**src/rtl/tp_link_pkg.sv**
```systemverilog
package tp_link_pkg;

  // advance a modulo counter that wraps after reaching last
  function automatic logic [31:0] wrap_inc(input logic [31:0] cur, input logic [31:0] last);
    return (cur == last) ? 32'd0 : cur + 32'd1;
  endfunction

  // advance a counter that stops at its limit
  function automatic logic [31:0] sat_inc(input logic [31:0] cur, input logic [31:0] lim);
    return (cur >= lim) ? lim : cur + 32'd1;
  endfunction

  // clock cycles covered by a number of prescaled ticks
  function automatic int unsigned ticks_to_cycles(input int unsigned ticks, input int unsigned div);
    return ticks * div;
  endfunction

endpackage

```
**src/rtl/tp_tick_gen.sv**
```systemverilog
module tp_tick_gen #(
  parameter int unsigned TICK_DIV = 8
) (
  input  logic clk,
  input  logic rst,
  input  logic clr,
  output logic tick
);
  import tp_link_pkg::*;

  localparam int unsigned CW = (TICK_DIV > 1) ? $clog2(TICK_DIV) : 1;
  localparam logic [CW-1:0] LAST = CW'(TICK_DIV - 1);

  logic [CW-1:0] cnt;

  assign tick = !clr && (cnt == LAST);

  always_ff @(posedge clk) begin
    if (rst || clr) cnt <= '0;
    else            cnt <= CW'(wrap_inc(32'(cnt), 32'(TICK_DIV - 1)));
  end

endmodule

```
**src/rtl/tp_pulse_sched.sv**
```systemverilog
module tp_pulse_sched #(
  parameter int unsigned INTERVAL_TICKS = 16,
  parameter int unsigned PULSE_CYC      = 10
) (
  input  logic clk,
  input  logic rst,
  input  logic tx_active,
  input  logic tick,
  output logic lp_out
);
  import tp_link_pkg::*;

  localparam int unsigned IW = (INTERVAL_TICKS > 1) ? $clog2(INTERVAL_TICKS) : 1;
  localparam int unsigned PW = $clog2(PULSE_CYC + 1);
  localparam logic [IW-1:0] IVL_LAST = IW'(INTERVAL_TICKS - 1);

  logic [IW-1:0] ivl;
  logic [PW-1:0] wcnt;
  logic          fire;

  assign fire   = tick && !tx_active && (ivl == IVL_LAST);
  assign lp_out = (wcnt != '0);

  always_ff @(posedge clk) begin
    if (rst || tx_active) begin
      ivl  <= '0;
      wcnt <= '0;
    end else begin
      if (tick) ivl <= IW'(wrap_inc(32'(ivl), 32'(INTERVAL_TICKS - 1)));
      if (fire)              wcnt <= PW'(PULSE_CYC);
      else if (wcnt != '0)   wcnt <= wcnt - 1'b1;
    end
  end

  // observation counter for the pulse width check
  logic [PW:0] run_len;
  always_ff @(posedge clk) begin
    if (rst)          run_len <= '0;
    else if (lp_out)  run_len <= run_len + 1'b1;
    else              run_len <= '0;
  end

  p_quiet_tx_r4: assert property (@(posedge clk) disable iff (rst)
    tx_active |=> !lp_out);

  p_width_cap_r2: assert property (@(posedge clk) disable iff (rst)
    run_len <= (PW+1)'(PULSE_CYC));

  p_pulse_start_r3: assert property (@(posedge clk) disable iff (rst)
    $rose(lp_out) |-> $past(tick));

endmodule

```
**src/rtl/tp_link_watch.sv**
```systemverilog
module tp_link_watch #(
  parameter int unsigned LOSS_TICKS     = 100,
  parameter int unsigned RESTORE_PULSES = 2
) (
  input  logic clk,
  input  logic rst,
  input  logic tick,
  input  logic lp_rx,
  input  logic rx_packet,
  output logic link_good
);
  import tp_link_pkg::*;

  localparam int unsigned SW = $clog2(LOSS_TICKS + 1);
  localparam int unsigned RW = (RESTORE_PULSES > 1) ? $clog2(RESTORE_PULSES) : 1;
  localparam logic [SW-1:0] SIL_LAST = SW'(LOSS_TICKS - 1);
  localparam logic [RW-1:0] RC_LAST  = RW'(RESTORE_PULSES - 1);

  logic [SW-1:0] sil;
  logic [RW-1:0] rcnt;
  logic          activity;
  logic          expire;
  logic          loss_evt;
  logic          restore_evt;

  assign activity    = lp_rx || rx_packet;
  assign expire      = tick && !activity && (sil == SIL_LAST);
  assign loss_evt    = expire && link_good;
  assign restore_evt = !link_good && lp_rx && (rcnt == RC_LAST);

  always_ff @(posedge clk) begin
    if (rst) begin
      sil       <= '0;
      rcnt      <= '0;
      link_good <= 1'b0;
    end else begin
      if (activity)  sil <= '0;
      else if (tick) sil <= SW'(sat_inc(32'(sil), 32'(LOSS_TICKS)));

      if (loss_evt)         link_good <= 1'b0;
      else if (restore_evt) link_good <= 1'b1;

      if (link_good)        rcnt <= '0;
      else if (restore_evt) rcnt <= '0;
      else if (lp_rx)       rcnt <= rcnt + 1'b1;
      else if (expire)      rcnt <= '0;
    end
  end

  p_keepalive_r7: assert property (@(posedge clk) disable iff (rst)
    (link_good && activity) |=> link_good);

  p_loss_silent_r6: assert property (@(posedge clk) disable iff (rst)
    $fell(link_good) |-> (!$past(lp_rx) && !$past(rx_packet)));

  p_restore_by_pulse_r8: assert property (@(posedge clk) disable iff (rst)
    $rose(link_good) |-> $past(lp_rx));

  p_pkt_no_restore_r8: assert property (@(posedge clk) disable iff (rst)
    (!link_good && !lp_rx) |=> !link_good);

endmodule

```
**src/rtl/tp_link_keeper.sv**
```systemverilog
module tp_link_keeper #(
  parameter int unsigned TICK_DIV       = 8,
  parameter int unsigned INTERVAL_TICKS = 16,
  parameter int unsigned PULSE_CYC      = 10,
  parameter int unsigned LOSS_TICKS     = 100,
  parameter int unsigned RESTORE_PULSES = 2
) (
  input  logic clk,
  input  logic rst,
  input  logic tx_active,
  input  logic lp_rx,
  input  logic rx_packet,
  output logic lp_out,
  output logic link_good,
  output logic tx_path_en,
  output logic rx_path_en,
  output logic col_det_en
);

  logic tx_tick;
  logic mon_tick;

  // pulse timer prescaler restarts with every transmit burst
  tp_tick_gen #(.TICK_DIV(TICK_DIV)) u_tx_tick (
    .clk(clk), .rst(rst), .clr(tx_active), .tick(tx_tick)
  );

  // loss monitor prescaler runs freely
  tp_tick_gen #(.TICK_DIV(TICK_DIV)) u_mon_tick (
    .clk(clk), .rst(rst), .clr(1'b0), .tick(mon_tick)
  );

  tp_pulse_sched #(
    .INTERVAL_TICKS(INTERVAL_TICKS), .PULSE_CYC(PULSE_CYC)
  ) u_sched (
    .clk(clk), .rst(rst), .tx_active(tx_active), .tick(tx_tick), .lp_out(lp_out)
  );

  tp_link_watch #(
    .LOSS_TICKS(LOSS_TICKS), .RESTORE_PULSES(RESTORE_PULSES)
  ) u_watch (
    .clk(clk), .rst(rst), .tick(mon_tick), .lp_rx(lp_rx), .rx_packet(rx_packet),
    .link_good(link_good)
  );

  assign tx_path_en = link_good;
  assign rx_path_en = link_good;
  assign col_det_en = link_good && tx_active;

  p_col_needs_tx_r9: assert property (@(posedge clk) disable iff (rst)
    col_det_en |-> (tx_active && tx_path_en));

  p_down_gates_r9: assert property (@(posedge clk) disable iff (rst)
    !link_good |-> (!tx_path_en && !rx_path_en && !col_det_en));

endmodule

```
**config.mk**
```make
export PLATFORM = sky130hd
export DESIGN_NAME = tp_link_keeper
export DESIGN_NICKNAME = d
export VERILOG_FILES = /design/src/rtl/tp_link_pkg.sv /design/src/rtl/tp_tick_gen.sv /design/src/rtl/tp_pulse_sched.sv /design/src/rtl/tp_link_watch.sv /design/src/rtl/tp_link_keeper.sv
export SDC_FILE = /design/constraint.sdc
export NUM_CORES = 1
export LEC_CHECK = 0
export CAP_MARGIN = 20
export CORE_MARGIN = 2
export CORE_UTILIZATION = 37
export DETAILED_ROUTE_END_ITERATION = 10
export PLACE_DENSITY = 0.62
export SETUP_SLACK_MARGIN = 0.4
export SLEW_MARGIN = 40
export SYNTH_ARGS = -nofsm -noshare
export SYNTH_HDL_FRONTEND = slang
export SYNTH_SLANG_ARGS = --single-unit
export TNS_END_PERCENT = 20
```
**constraint.sdc**
```tcl
create_clock -name clk -period 1.45 [get_ports clk]
set_input_delay 0.2175 -clock clk [delete_from_list [all_inputs] [get_ports clk]]
set_output_delay 0.2175 -clock clk [all_outputs]
set_load 0.1 [all_outputs]
```
==> flow_summary.html <==
<table>
<tr><th>Metric</th><th>Value</th></tr>
<tr><th colspan="2">Power</th></tr>
<tr><td>Leakage</td><td>0.000507 uW</td></tr>
<tr><td>Total power per unit cell area</td><td>800 nW/um^2</td></tr>
<tr><td>Peak VDD IR</td><td>0.590 mV</td></tr>
<tr><th colspan="2">Hold path</th></tr>
<tr><td>Hold Startpoint</td><td>tx_active</td></tr>
<tr><td>Number of instances on the worst hold path</td><td>3</td></tr>
<tr><td>Capture endpoint of the worst hold path</td><td>u_tx_tick.cnt[0]</td></tr>
<tr><td>Worst Hold Class</td><td>input port to register</td></tr>
<tr><th colspan="2">Clock network</th></tr>
<tr><td>Total of hold buffers inserted after clock tree synthesis</td><td>0</td></tr>
<tr><td>Clock buffers created by TritonCTS</td><td>3</td></tr>
<tr><td>Clock tree from TritonCTS</td><td>yes</td></tr>
<tr><td>Max Root-Sink Buffers</td><td>2</td></tr>
<tr><td>Clock sink count</td><td>23</td></tr>
<tr><td>CTS clock-pin slew for the worst setup and hold paths</td><td>0.12 ns</td></tr>
<tr><td>Cell at the root of the clock tree</td><td>sky130_fd_sc_hd__clkbuf_4</td></tr>
<tr><td>Clock insertion delay at the later pin of the skew report</td><td>0.31 ns</td></tr>
<tr><td>Number of levels the H-tree was split into</td><td>1</td></tr>
<tr><th colspan="2">Place</th></tr>
<tr><td>Placement-stage worst setup slack</td><td>-0.0117 ns</td></tr>
<tr><td>Detailed placement HPWL</td><td>1470 um</td></tr>
<tr><td>Final weighted congestion in routability-driven placement</td><td>0.838</td></tr>
<tr><td>Buffers added on ports</td><td>9</td></tr>
<tr><th colspan="2">Floorplanning</th></tr>
<tr><td>Die area</td><td>3160 um^2</td></tr>
<tr><td>Number of standard-cell rows in the floorplan</td><td>18</td></tr>
<tr><td>Die boundary width</td><td>56.2 um</td></tr>
<tr><td>I/O pin count</td><td>10</td></tr>
<tr><td>Initial Utilization</td><td>0.399</td></tr>
<tr><td>Area inside the core boundary</td><td>2520 um^2</td></tr>
<tr><td>Die Span Y</td><td>56.2 um</td></tr>
<tr><th colspan="2">Timing</th></tr>
<tr><td>RSZ-0062 raised after global routing</td><td>yes</td></tr>
<tr><td>Worst Clk Skew</td><td>0.00420 ns</td></tr>
<tr><td>Final critical-path required period</td><td>1.38 ns</td></tr>
<tr><td>Maximum clock frequency</td><td>723 MHz</td></tr>
<tr><td>Relative max-transition margin</td><td>0.828</td></tr>
<tr><td>Slew at the pin closest to its max-slew limit</td><td>0.256 ns</td></tr>
<tr><td>Final total negative setup slack</td><td>0 ns</td></tr>
<tr><td>Slack of the critical path</td><td>0.0659 ns</td></tr>
<tr><td>Final-report hold violation count</td><td>0</td></tr>
<tr><td>Period Utilization, post-route</td><td>0.955</td></tr>
<tr><td>Number of setup violations in the final report</td><td>0</td></tr>
<tr><td>Max Transition Viols Final</td><td>0</td></tr>
<tr><th colspan="2">Synthesis</th></tr>
<tr><td>Number of synthesis warnings</td><td>0</td></tr>
<tr><td>Syn Std Cell Area</td><td>1010 um^2</td></tr>
<tr><td>Sequential element share of the synthesized area</td><td>0.457</td></tr>
<tr><td>Number of synthesized register bits</td><td>23</td></tr>
<tr><td>Synthesized instance count</td><td>102</td></tr>
<tr><td>Mean instance size in the synthesized netlist</td><td>9.87 um^2</td></tr>
<tr><td>Total nets after synthesis</td><td>114</td></tr>
<tr><td>Number of unique standard cell types used by synthesis</td><td>30</td></tr>
<tr><th colspan="2">Run</th></tr>
<tr><td>Count of max-cap constraint violations</td><td>0</td></tr>
<tr><th colspan="2">Worst setup path</th></tr>
<tr><td>Critical register-to-register path startpoint</td><td>u_mon_tick.cnt[0]</td></tr>
<tr><td>Critical path peak fanout</td><td>4</td></tr>
<tr><td>Endpoint arrival time on the critical path</td><td>1.63 ns</td></tr>
<tr><td>Worst setup path class</td><td>register to register</td></tr>
<tr><td>Required time at the worst-slack endpoint</td><td>1.69 ns</td></tr>
<tr><td>Kind of end point of the critical path</td><td>register</td></tr>
<tr><td>Crit path cell chain</td><td>ha_4, ha_4, nand4_1, or3_1, a31oi_1</td></tr>
<tr><td>Cell with the most instances on the worst path</td><td>sky130_fd_sc_hd__ha_4</td></tr>
<tr><td>CP peak stage delay</td><td>0.37 ns</td></tr>
<tr><td>Worst setup SP type</td><td>register</td></tr>
<tr><td>Register-to-register setup slack</td><td>0.07 ns</td></tr>
<tr><td>Number of cells on the worst reg-to-reg path</td><td>5</td></tr>
<tr><td>End of the worst register-to-register path</td><td>u_watch.sil[5]</td></tr>
<tr><td>Critical-path cell with the highest stage delay</td><td>sky130_fd_sc_hd__dfxtp_2</td></tr>
<tr><th colspan="2">Finish</th></tr>
<tr><td>Fill cell total of the finished layout</td><td>226</td></tr>
<tr><td>Layout cells sized above 1</td><td>0.365</td></tr>
<tr><td>Post-layout nets</td><td>139</td></tr>
<tr><td>Area occupied by registers</td><td>479 um^2</td></tr>
<tr><td>Signed area change from the synthesized netlist to the final layout</td><td>40.4%</td></tr>
<tr><td>Post-route core utilization</td><td>0.561</td></tr>
<tr><td>Footprint of the multi-input gates</td><td>588 um^2</td></tr>
<tr><td>Antenna diode instance count</td><td>0</td></tr>
<tr><th colspan="2">Global route</th></tr>
<tr><td>Overall global routing resource usage</td><td>0.144</td></tr>
<tr><td>Antenna violations before repair</td><td>0</td></tr>
<tr><td>Largest net degree at the start of global routing</td><td>13</td></tr>
<tr><td>GRT Residual Overflow</td><td>0</td></tr>
<tr><td>Wire length of the first global-routing pass</td><td>3410 um</td></tr>
<tr><td>Vias in the first global route</td><td>742</td></tr>
<tr><th colspan="2">Route</th></tr>
<tr><td>Total routed wirelength</td><td>2220 um</td></tr>
<tr><td>Detail-routed via count per cell</td><td>5.30</td></tr>
<tr><td>ANT nets after route</td><td>0</td></tr>
<tr><td>First-pass DRT Iterations</td><td>4</td></tr>
<tr><td>Detailed router's first-iteration violation count</td><td>23</td></tr>
<tr><td>Remaining DRCs</td><td>0</td></tr>
<tr><td>Average wire per cell in the routed design</td><td>14.2 um</td></tr>
<tr><td>Routed via count</td><td>827</td></tr>
<tr><th colspan="2">Status</th></tr>
<tr><td>Outcome</td><td>completed</td></tr>
</table>
==> state kept, by name, summed over array words and instances (netlist names) <==
signal and count:
u_sched.ivl 4, u_watch.link_good 1, u_sched.wcnt 4, u_mon_tick.cnt 3, u_tx_tick.cnt 3, u_watch.rcnt 1, u_watch.sil 7
==> power by group <==
part | switching (uW) | internal [uW]
sequential | 13.7 | 645
combinational | 99.7 | 82.9
clock | 182 | 107
total | 295 | 835
==> layer usage <==
layer	vias to the layer above	GRT usage	routed length, um
met2	14	0.242	1200
met5	-	0	0
met4	0	0.0612	24
li1	412	-	-
met1	399	0.165	920
met3	2	0.0488	72
==> worst max-delay path: cells and delay by family (launching register included) <==
| kind | cells | cell delay (ns) |
|---|---|---|
| compound gates | 1 | 0.17 |
| simple gates | 2 | 0.51 |
| flops | 1 | 0.37 |
| fa+ha+maj | 2 | 0.28 |
==> area by class of cell <==
cell class,instances,area share
multi-input cells,72,0.416
flip-flops and latches,23,0.339
repair buffers,25,0.195
well taps,30,0.0265
clock buffers,4,0.0186
inverters,2,0.00531
==> cells in the mapped netlist <==
cell type / number / share of area
sky130_fd_sc_hd__nand2b_4: 1 / 0.014
sky130_fd_sc_hd__a21oi_1: 4 / 0.020
sky130_fd_sc_hd__nor3b_1: 3 / 0.022
sky130_fd_sc_hd__buf_4: 2 / 0.015
sky130_fd_sc_hd__o21ai_0: 4 / 0.020
sky130_fd_sc_hd__clkbuf_1: 1 / 0.0037
sky130_fd_sc_hd__a311oi_1: 1 / 0.0087
sky130_fd_sc_hd__nand2b_1: 2 / 0.012
sky130_fd_sc_hd__inv_1: 2 / 0.0075
sky130_fd_sc_hd__a211oi_1: 1 / 0.0075
sky130_fd_sc_hd__xor2_1: 4 / 0.035
sky130_fd_sc_hd__o41ai_2: 1 / 0.016
sky130_fd_sc_hd__ha_1: 7 / 0.087
sky130_fd_sc_hd__xnor2_1: 3 / 0.026
sky130_fd_sc_hd__nor4_1: 3 / 0.019
sky130_fd_sc_hd__nand3_1: 1 / 0.0050
sky130_fd_sc_hd__or3_1: 2 / 0.012
sky130_fd_sc_hd__buf_2: 2 / 0.0099
sky130_fd_sc_hd__and4_2: 1 / 0.0099
sky130_fd_sc_hd__nand4_1: 4 / 0.025
sky130_fd_sc_hd__a31oi_1: 2 / 0.012
sky130_fd_sc_hd__nor3_1: 5 / 0.025
sky130_fd_sc_hd__nand2_1: 6 / 0.022
sky130_fd_sc_hd__or3_4: 2 / 0.022
sky130_fd_sc_hd__a41o_1: 1 / 0.0099
sky130_fd_sc_hd__and2_1: 3 / 0.019
sky130_fd_sc_hd__nor2_1: 8 / 0.030
sky130_fd_sc_hd__dfxtp_1: 23 / 0.46
sky130_fd_sc_hd__mux2i_1: 2 / 0.020
sky130_fd_sc_hd__nand3b_1: 1 / 0.0075
==> through the flow <==
stage	power [uW]	hold slack (ns)	instance area, um^2	instances
floorplan	783	0.375	1090	102
global placement	843	0.421	1280	143
detailed placement	849	0.424	1280	143
CTS	1150	0.391	1380	153
global route	1190	0.390	1410	156
finish	1130	0.393	1410	156
==> worst max path at each step <==
stage / endpoint / slack (ns) / start / cells past startpoint
after global routing: u_watch.sil[5] / -0.03 / u_mon_tick.cnt[1] / 5
after floorplan: u_sched.ivl[3] / 0.20 / u_tx_tick.cnt[0] / 5
after CTS: lp_out / 0.07 / u_sched.wcnt[0] / 3
after global placement: u_watch.sil[0] / -0.01 / rx_packet / 4
final: u_watch.sil[5] / 0.07 / u_mon_tick.cnt[0] / 5
after detailed placement: u_watch.sil[3] / -0.01 / lp_rx / 4
==> cells in the final DEF (no fill, tap or decap), types with 3 or more instances in the layout <==
cell / instances
sky130_fd_sc_hd__a21oi_1: 4
sky130_fd_sc_hd__buf_12: 6
sky130_fd_sc_hd__buf_4: 14
sky130_fd_sc_hd__clkbuf_4: 3
sky130_fd_sc_hd__clkdlybuf4s50_1: 3
sky130_fd_sc_hd__dfxtp_1: 14
sky130_fd_sc_hd__dfxtp_2: 6
sky130_fd_sc_hd__dfxtp_4: 3
sky130_fd_sc_hd__ha_1: 3
sky130_fd_sc_hd__ha_4: 4
sky130_fd_sc_hd__nand2_1: 6
sky130_fd_sc_hd__nand4_1: 4
sky130_fd_sc_hd__nor2_1: 8
sky130_fd_sc_hd__nor3_1: 4
sky130_fd_sc_hd__nor3b_1: 3
sky130_fd_sc_hd__o21ai_0: 4
sky130_fd_sc_hd__xnor2_1: 3
sky130_fd_sc_hd__xor2_1: 4
==> cell families (layout without fill, tap and decap cells) <==
logic type / count (synthesis) / count (layout) / share of synthesized area
AND/OR/NAND/NOR: 42 / 42 / 0.245
flip-flops: 23 / 23 / 0.457
AO/OA/AOI/OAI: 14 / 14 / 0.0944
adder cells (fa/ha/maj): 7 / 7 / 0.0870
XOR/XNOR: 7 / 7 / 0.0609
buffers and inverters: 7 / 31 / 0.0360
multiplexers: 2 / 2 / 0.0199
==> timing repair <==
| item | in CTS | in global routing |
|---|---|---|
| setup endpoints to repair | 27 | 27 |
| gates cloned | 0 | 0 |
| gates resized for setup | 8 | 4 |
| setup buffers | 6 | 3 |
| pin swaps | 5 | 6 |
Note: power is estimated with default switching activity, not from simulation.
